<file path="src/rtl/wshuf_pkg.sv">
package wshuf_pkg;
   typedef enum logic [1:0] {
      WS_STAGE   = 2'd0,
      WS_REVERSE = 2'd1,
      WS_MERGE   = 2'd2,
      WS_NOP     = 2'd3
   } ws_op_e;
endpackage

</file>
<file path="src/rtl/wshuf_mask_gen.sv">
// Alternating group mask for a swap level: bit i is set when bit (s-1) of i is set.
module wshuf_mask_gen #(
   parameter int W     = 32,
   parameter int LOG2W = $clog2(W),
   parameter int SW    = $clog2(LOG2W + 1)
) (
   input  logic [SW-1:0]    stage_i,
   output logic [W-1:0]     mask_o,
   output logic [LOG2W-1:0] grp_o,
   output logic             valid_o
);
   logic [W-1:0] pat [LOG2W];

   for (genvar k = 0; k < LOG2W; k++) begin : g_level
      for (genvar i = 0; i < W; i++) begin : g_bit
         assign pat[k][i] = 1'((i >> k) & 1);
      end
   end

   always_comb begin
      mask_o  = '0;
      grp_o   = '0;
      valid_o = 1'b0;
      for (int k = 0; k < LOG2W; k++) begin
         if (stage_i == SW'(k + 1)) begin
            mask_o  = pat[k];
            grp_o   = LOG2W'(1 << k);
            valid_o = 1'b1;
         end
      end
   end
endmodule

</file>
<file path="src/rtl/wshuf_merge.sv">
// Per-bit two-input select with whole-word overrides (force_a wins).
module wshuf_merge #(
   parameter int W = 32
) (
   input  logic [W-1:0] a_i,
   input  logic [W-1:0] b_i,
   input  logic [W-1:0] mask_i,
   input  logic         force_a_i,
   input  logic         force_b_i,
   output logic [W-1:0] y_o
);
   logic [W-1:0] sel;

   always_comb begin
      if (force_a_i)      sel = '0;
      else if (force_b_i) sel = '1;
      else                sel = mask_i;
   end

   for (genvar i = 0; i < W; i++) begin : g_bit
      assign y_o[i] = sel[i] ? b_i[i] : a_i[i];
   end
endmodule

</file>
<file path="src/rtl/wshuf_swap_stage.sv">
// One group-swap level: masked halves shifted opposite ways, then merged.
module wshuf_swap_stage #(
   parameter int W     = 32,
   parameter int LOG2W = $clog2(W),
   parameter int SW    = $clog2(LOG2W + 1)
) (
   input  logic [W-1:0]  x_i,
   input  logic [SW-1:0] stage_i,
   output logic [W-1:0]  y_o
);
   logic [W-1:0]     mask;
   logic [LOG2W-1:0] grp;
   logic             valid;
   logic [W-1:0]     down_sh, up_sh, merged;

   wshuf_mask_gen #(.W(W), .LOG2W(LOG2W), .SW(SW)) mgen_i (
      .stage_i (stage_i),
      .mask_o  (mask),
      .grp_o   (grp),
      .valid_o (valid)
   );

   // Upper groups move down, lower groups move up.
   assign down_sh = (x_i & mask) >> grp;
   assign up_sh   = (x_i & ~mask) << grp;

   wshuf_merge #(.W(W)) mrg_i (
      .a_i       (down_sh),
      .b_i       (up_sh),
      .mask_i    (mask),
      .force_a_i (1'b0),
      .force_b_i (1'b0),
      .y_o       (merged)
   );

   assign y_o = valid ? merged : x_i;
endmodule

</file>
<file path="src/rtl/wshuf_top.sv">
module wshuf_top
   import wshuf_pkg::*;
#(
   parameter  int W     = 32,
   localparam int LOG2W = $clog2(W),
   localparam int SW    = $clog2(LOG2W + 1)
) (
   input  logic          clk,
   input  logic          rst_n,
   input  logic          start_i,
   input  logic [1:0]    op_i,
   input  logic [SW-1:0] stage_i,
   input  logic [W-1:0]  data_i,
   input  logic [W-1:0]  alt_i,
   input  logic [W-1:0]  mask_i,
   input  logic          ovr_a_i,
   input  logic          ovr_b_i,
   output logic          busy_o,
   output logic          done_o,
   output logic [W-1:0]  result_o
);
   if (W < 2 || (1 << LOG2W) != W) begin : g_bad_width
      $error("wshuf_top: W must be a power of two of at least 2");
   end

   ws_op_e        op;
   logic          accept;
   logic [W-1:0]  work_q, swap_x, swap_y, merge_y;
   logic [SW-1:0] step_q, swap_stage;
   logic          busy_q, done_q;

   assign op     = ws_op_e'(op_i);
   assign accept = start_i && !busy_q;

   // The single swap level is shared by every step of a full reverse.
   always_comb begin
      if (busy_q) begin
         swap_x     = work_q;
         swap_stage = step_q;
      end else begin
         swap_x     = data_i;
         swap_stage = (op == WS_REVERSE) ? SW'(1) : stage_i;
      end
   end

   wshuf_swap_stage #(.W(W), .LOG2W(LOG2W), .SW(SW)) swap_i (
      .x_i     (swap_x),
      .stage_i (swap_stage),
      .y_o     (swap_y)
   );

   wshuf_merge #(.W(W)) merge_i (
      .a_i       (data_i),
      .b_i       (alt_i),
      .mask_i    (mask_i),
      .force_a_i (ovr_a_i),
      .force_b_i (ovr_b_i),
      .y_o       (merge_y)
   );

   always_ff @(posedge clk) begin
      if (!rst_n) begin
         work_q <= '0;
         step_q <= '0;
         busy_q <= 1'b0;
         done_q <= 1'b0;
      end else if (busy_q) begin
         work_q <= swap_y;
         if (step_q == SW'(LOG2W)) begin
            busy_q <= 1'b0;
            done_q <= 1'b1;
         end else begin
            step_q <= step_q + SW'(1);
            done_q <= 1'b0;
         end
      end else if (accept) begin
         unique case (op)
            WS_STAGE: begin
               work_q <= swap_y;
               done_q <= 1'b1;
            end
            WS_REVERSE: begin
               work_q <= swap_y;
               if (LOG2W == 1) begin
                  done_q <= 1'b1;
               end else begin
                  busy_q <= 1'b1;
                  step_q <= SW'(2);
                  done_q <= 1'b0;
               end
            end
            WS_MERGE: begin
               work_q <= merge_y;
               done_q <= 1'b1;
            end
            default: done_q <= 1'b0;
         endcase
      end else begin
         done_q <= 1'b0;
      end
   end

   assign busy_o   = busy_q;
   assign done_o   = done_q;
   assign result_o = work_q;
endmodule

</file>
<file path="config.mk">
export PLATFORM = sky130hd
export DESIGN_NAME = wshuf_top
export DESIGN_NICKNAME = d
export VERILOG_FILES = /design/src/rtl/wshuf_pkg.sv /design/src/rtl/wshuf_mask_gen.sv /design/src/rtl/wshuf_merge.sv /design/src/rtl/wshuf_swap_stage.sv /design/src/rtl/wshuf_top.sv
export SDC_FILE = /design/constraint.sdc
export NUM_CORES = 1
export LEC_CHECK = 0
export ABC_AREA = 1
export BUFFER_PORTS_ARGS = -buffer_cell sky130_fd_sc_hd__buf_4
export CORE_MARGIN = 1.5
export CORE_UTILIZATION = 45
export CTS_CLUSTER_SIZE = 20
export DETAILED_ROUTE_END_ITERATION = 6
export PLACE_DENSITY_LB_ADDON = 0.08
export SLEW_MARGIN = 20
export SYNTH_ARGS = -nofsm -noshare
export SYNTH_HDL_FRONTEND = slang
export SYNTH_HIERARCHICAL = 1
export SYNTH_SLANG_ARGS = --single-unit
</file>
<file path="constraint.sdc">
create_clock -name clk -period 10.16 [get_ports clk]
set_input_delay 2.54 -clock clk [delete_from_list [all_inputs] [get_ports clk]]
set_output_delay 2.54 -clock clk [all_outputs]
set_load 0.1 [all_outputs]
</file>
==> out/metrics.cfg <==
[place]
dpl.hpwl_um = 28000
place_area_um2 = 9520
gp_congestion = 1.00
io_buffers = 139

[critical_path]
critPathKind = in -> reg
cp_data_arrival_time_ns = 6.97
worstPathMaxFanout = 67
cp-startpoint = op_i[0]
critPathCaptureType = flip-flop
worstPathRequired_ns = 10.35
crit_path_start_kind = input pin
worstReg2RegStart = busy_o$_SDFF_PN0_

[timing]
setup_violations = 0
worstMarginPinSlew_ns = 1.13
rsz0062_at_grt = false
finalHoldWorstSlack_ns = 0.531
clock.fmax_mhz = 148
hold_viol_final = 0
period_needed_ns = 6.78
setup-tns-final_ns = 0
clock_skew_ns = 0.0105
drv_slew = 0
fin_crit_sh_pct = 66.7
max_slew_margin_pct = 24.2

[logic_synthesis]
synth_cell_type_count = 32
yosysWarnings = 6
synth_area_um2 = 8800
syn_avg_cell_area_um2 = 5.12
syn_inst = 1720
ys_seq_area_share_pct = 8.42
synth-seq-cells = 37

[power]
power.leakage_nw = 5.27
p_per_area_nw_per_um2 = 119
ir_drop_uv = 72.5

[route]
drc = 10
detail_route.iter0.violations = 1248
post_drt_wl_per_cell_um = 18.7
drtAntennaViolNets = 0
dr.pass1.iters = 7
wirelength_um = 38000
vias_per_cell = 5.72
vias = 11600

[final_layout]
final_cell_mix = nand3_1 (554), nand2_1 (466), inv_1 (219)
layout.nets = 1872
stdcell_area_um2 = 9660
drive_gt1_share_pct = 14.8
syn2layout_area_growth_pct = 9.77
layout_commonest_cell = nand3_1

[global_routing]
grt_pass1_vias = 10300
grt_pass1_wl_um = 58600
grt.total_usage_pct = 37.5
grt_start_max_net_pins = 68
grt_antenna_before_repair = 1
grt-ovfl-total = 0

[floorplan]
coreArea_um2 = 19000
rows = 50
die_w_um = 143
floorplan.io_pins = 140
dieArea_um2 = 20400
die_h_um = 143
start_util_pct = 46.4

[clocking]
numCtsBuffers = 5
holdBufCountCts = 0
h-tree-depth = 2
cts_setup_buffers = 0
clock_latency_ns = 0.30
clkTransAtPathRegs_ns = 0.06
cts-root-buf = clkbuf_16
cts_tree = built
clock_sinks = 37
clk_path_buf_depth = 2
post_cts_resized = 0

[hold_path]
min-delay-start = step_q[2]$_SDFFE_PN0P_
hold_path_class = reg -> reg

[run_status]
status = finished with violations
violations = DRC

[flow_run]
maxCapViolations = 0

critical path: stages:
cell	delay, ns
buf_4	0.12
inv_1	0.04
buf_4	0.34
nor2_1	0.10
inv_1	0.10
nand3_1	0.06
o21ai_0	0.24
nand3_1	0.54
inv_2	0.19
buf_4	0.64
nand3_1	0.32
nand3_1	0.29
nand3_1	0.11
nand3_1	0.30
nand2_1	0.13
nand2_1	0.10
nand2_1	0.04
mux2_2	0.25
inv_1	0.05
nand2_1	0.11
a21oi_1	0.20
nor2_1	0.05
final timing paths:
check	to	slack, ns	cells after the start
max reg2reg	result_o[6]$_SDFFE_PN0P_	5.36	17
max	result_o[6]$_SDFFE_PN0P_	3.38	22
min reg2reg	step_q[2]$_SDFFE_PN0P_	0.53	2
min	step_q[2]$_SDFFE_PN0P_	0.53	2
logic make-up (layout without fill, tap and decap cells):
kind of cell / Yosys count / after routing / share of synthesized area [%]
compound gates: 152 / 152 / 8.99
fa+ha+maj: 2 / 2 / 0.284
buf+inv: 356 / 395 / 18.9
flops: 37 / 37 / 8.42
mux: 29 / 29 / 3.71
other cells: 2 / 9 / 0.0854
simple gates: 1142 / 1142 / 59.6
synthesized netlist by cell type, drive strengths merged:
library cell / count / area share (%)
nand2: 480 / 21
nor2: 75 / 3.9
o21ai: 114 / 6.5
and3: 1 / 0.071
clkbuf: 31 / 1.4
o211ai: 1 / 0.14
nor3: 6 / 0.34
a21oi: 37 / 2.4
nand4: 4 / 0.28
conb: 2 / 0.085
nand3: 576 / 34
ha: 2 / 0.28
inv: 232 / 9.9
dfxtp: 37 / 8.4
mux2: 29 / 3.7
buf: 93 / 7.6
where the power goes:
part,switching [mW],internal (mW)
Clock,0.0720,0.0905
Sequential,0.0104,0.161
Combinational,0.581,0.237
Total,0.663,0.489
per-stage QoR:
stage | cells | total power [mW] | util (%) | setup slack (ns)
floorplan | 1726 | 0.773 | - | 5.06
detailed placement | 2017 | 0.964 | 50.2 | 3.33
global placement | 2017 | 0.965 | 50.2 | 3.41
global route | 2025 | 1.23 | 50.9 | 3.13
CTS | 2025 | 1.13 | 50.9 | 3.66
finish | 2026 | 1.15 | 51.0 | 3.38
routing by layer:
layer	GRT usage, %	part of all wire (%)	wire length (µm)	up-vias
met2	53.8	40	15300	618
met3	8.25	11	4130	97
met5	0	0	0	-
met4	19.6	5.4	2060	0
met1	52.0	43	16400	5193
li1	-	-	-	5680
sequential cells by signal (all words and copies together) (netlist names):
| name | cells |
|---|---|
| busy_o | 1 |
| done_o | 1 |
| result_o | 32 |
| step_q | 3 |
layout make-up:
cell class              instances  area, µm²
clock inverters                 2       10.0
fillers                      2215       9300
repair buffers                155       1160
diodes                          1       2.50
inverters                     232        873
flip-flops and latches         37        741
multi-input cells            1333       6410
well taps                     260        325
clock buffers                   6        129
No activity file was read; power rests on OpenSTA's default activity.
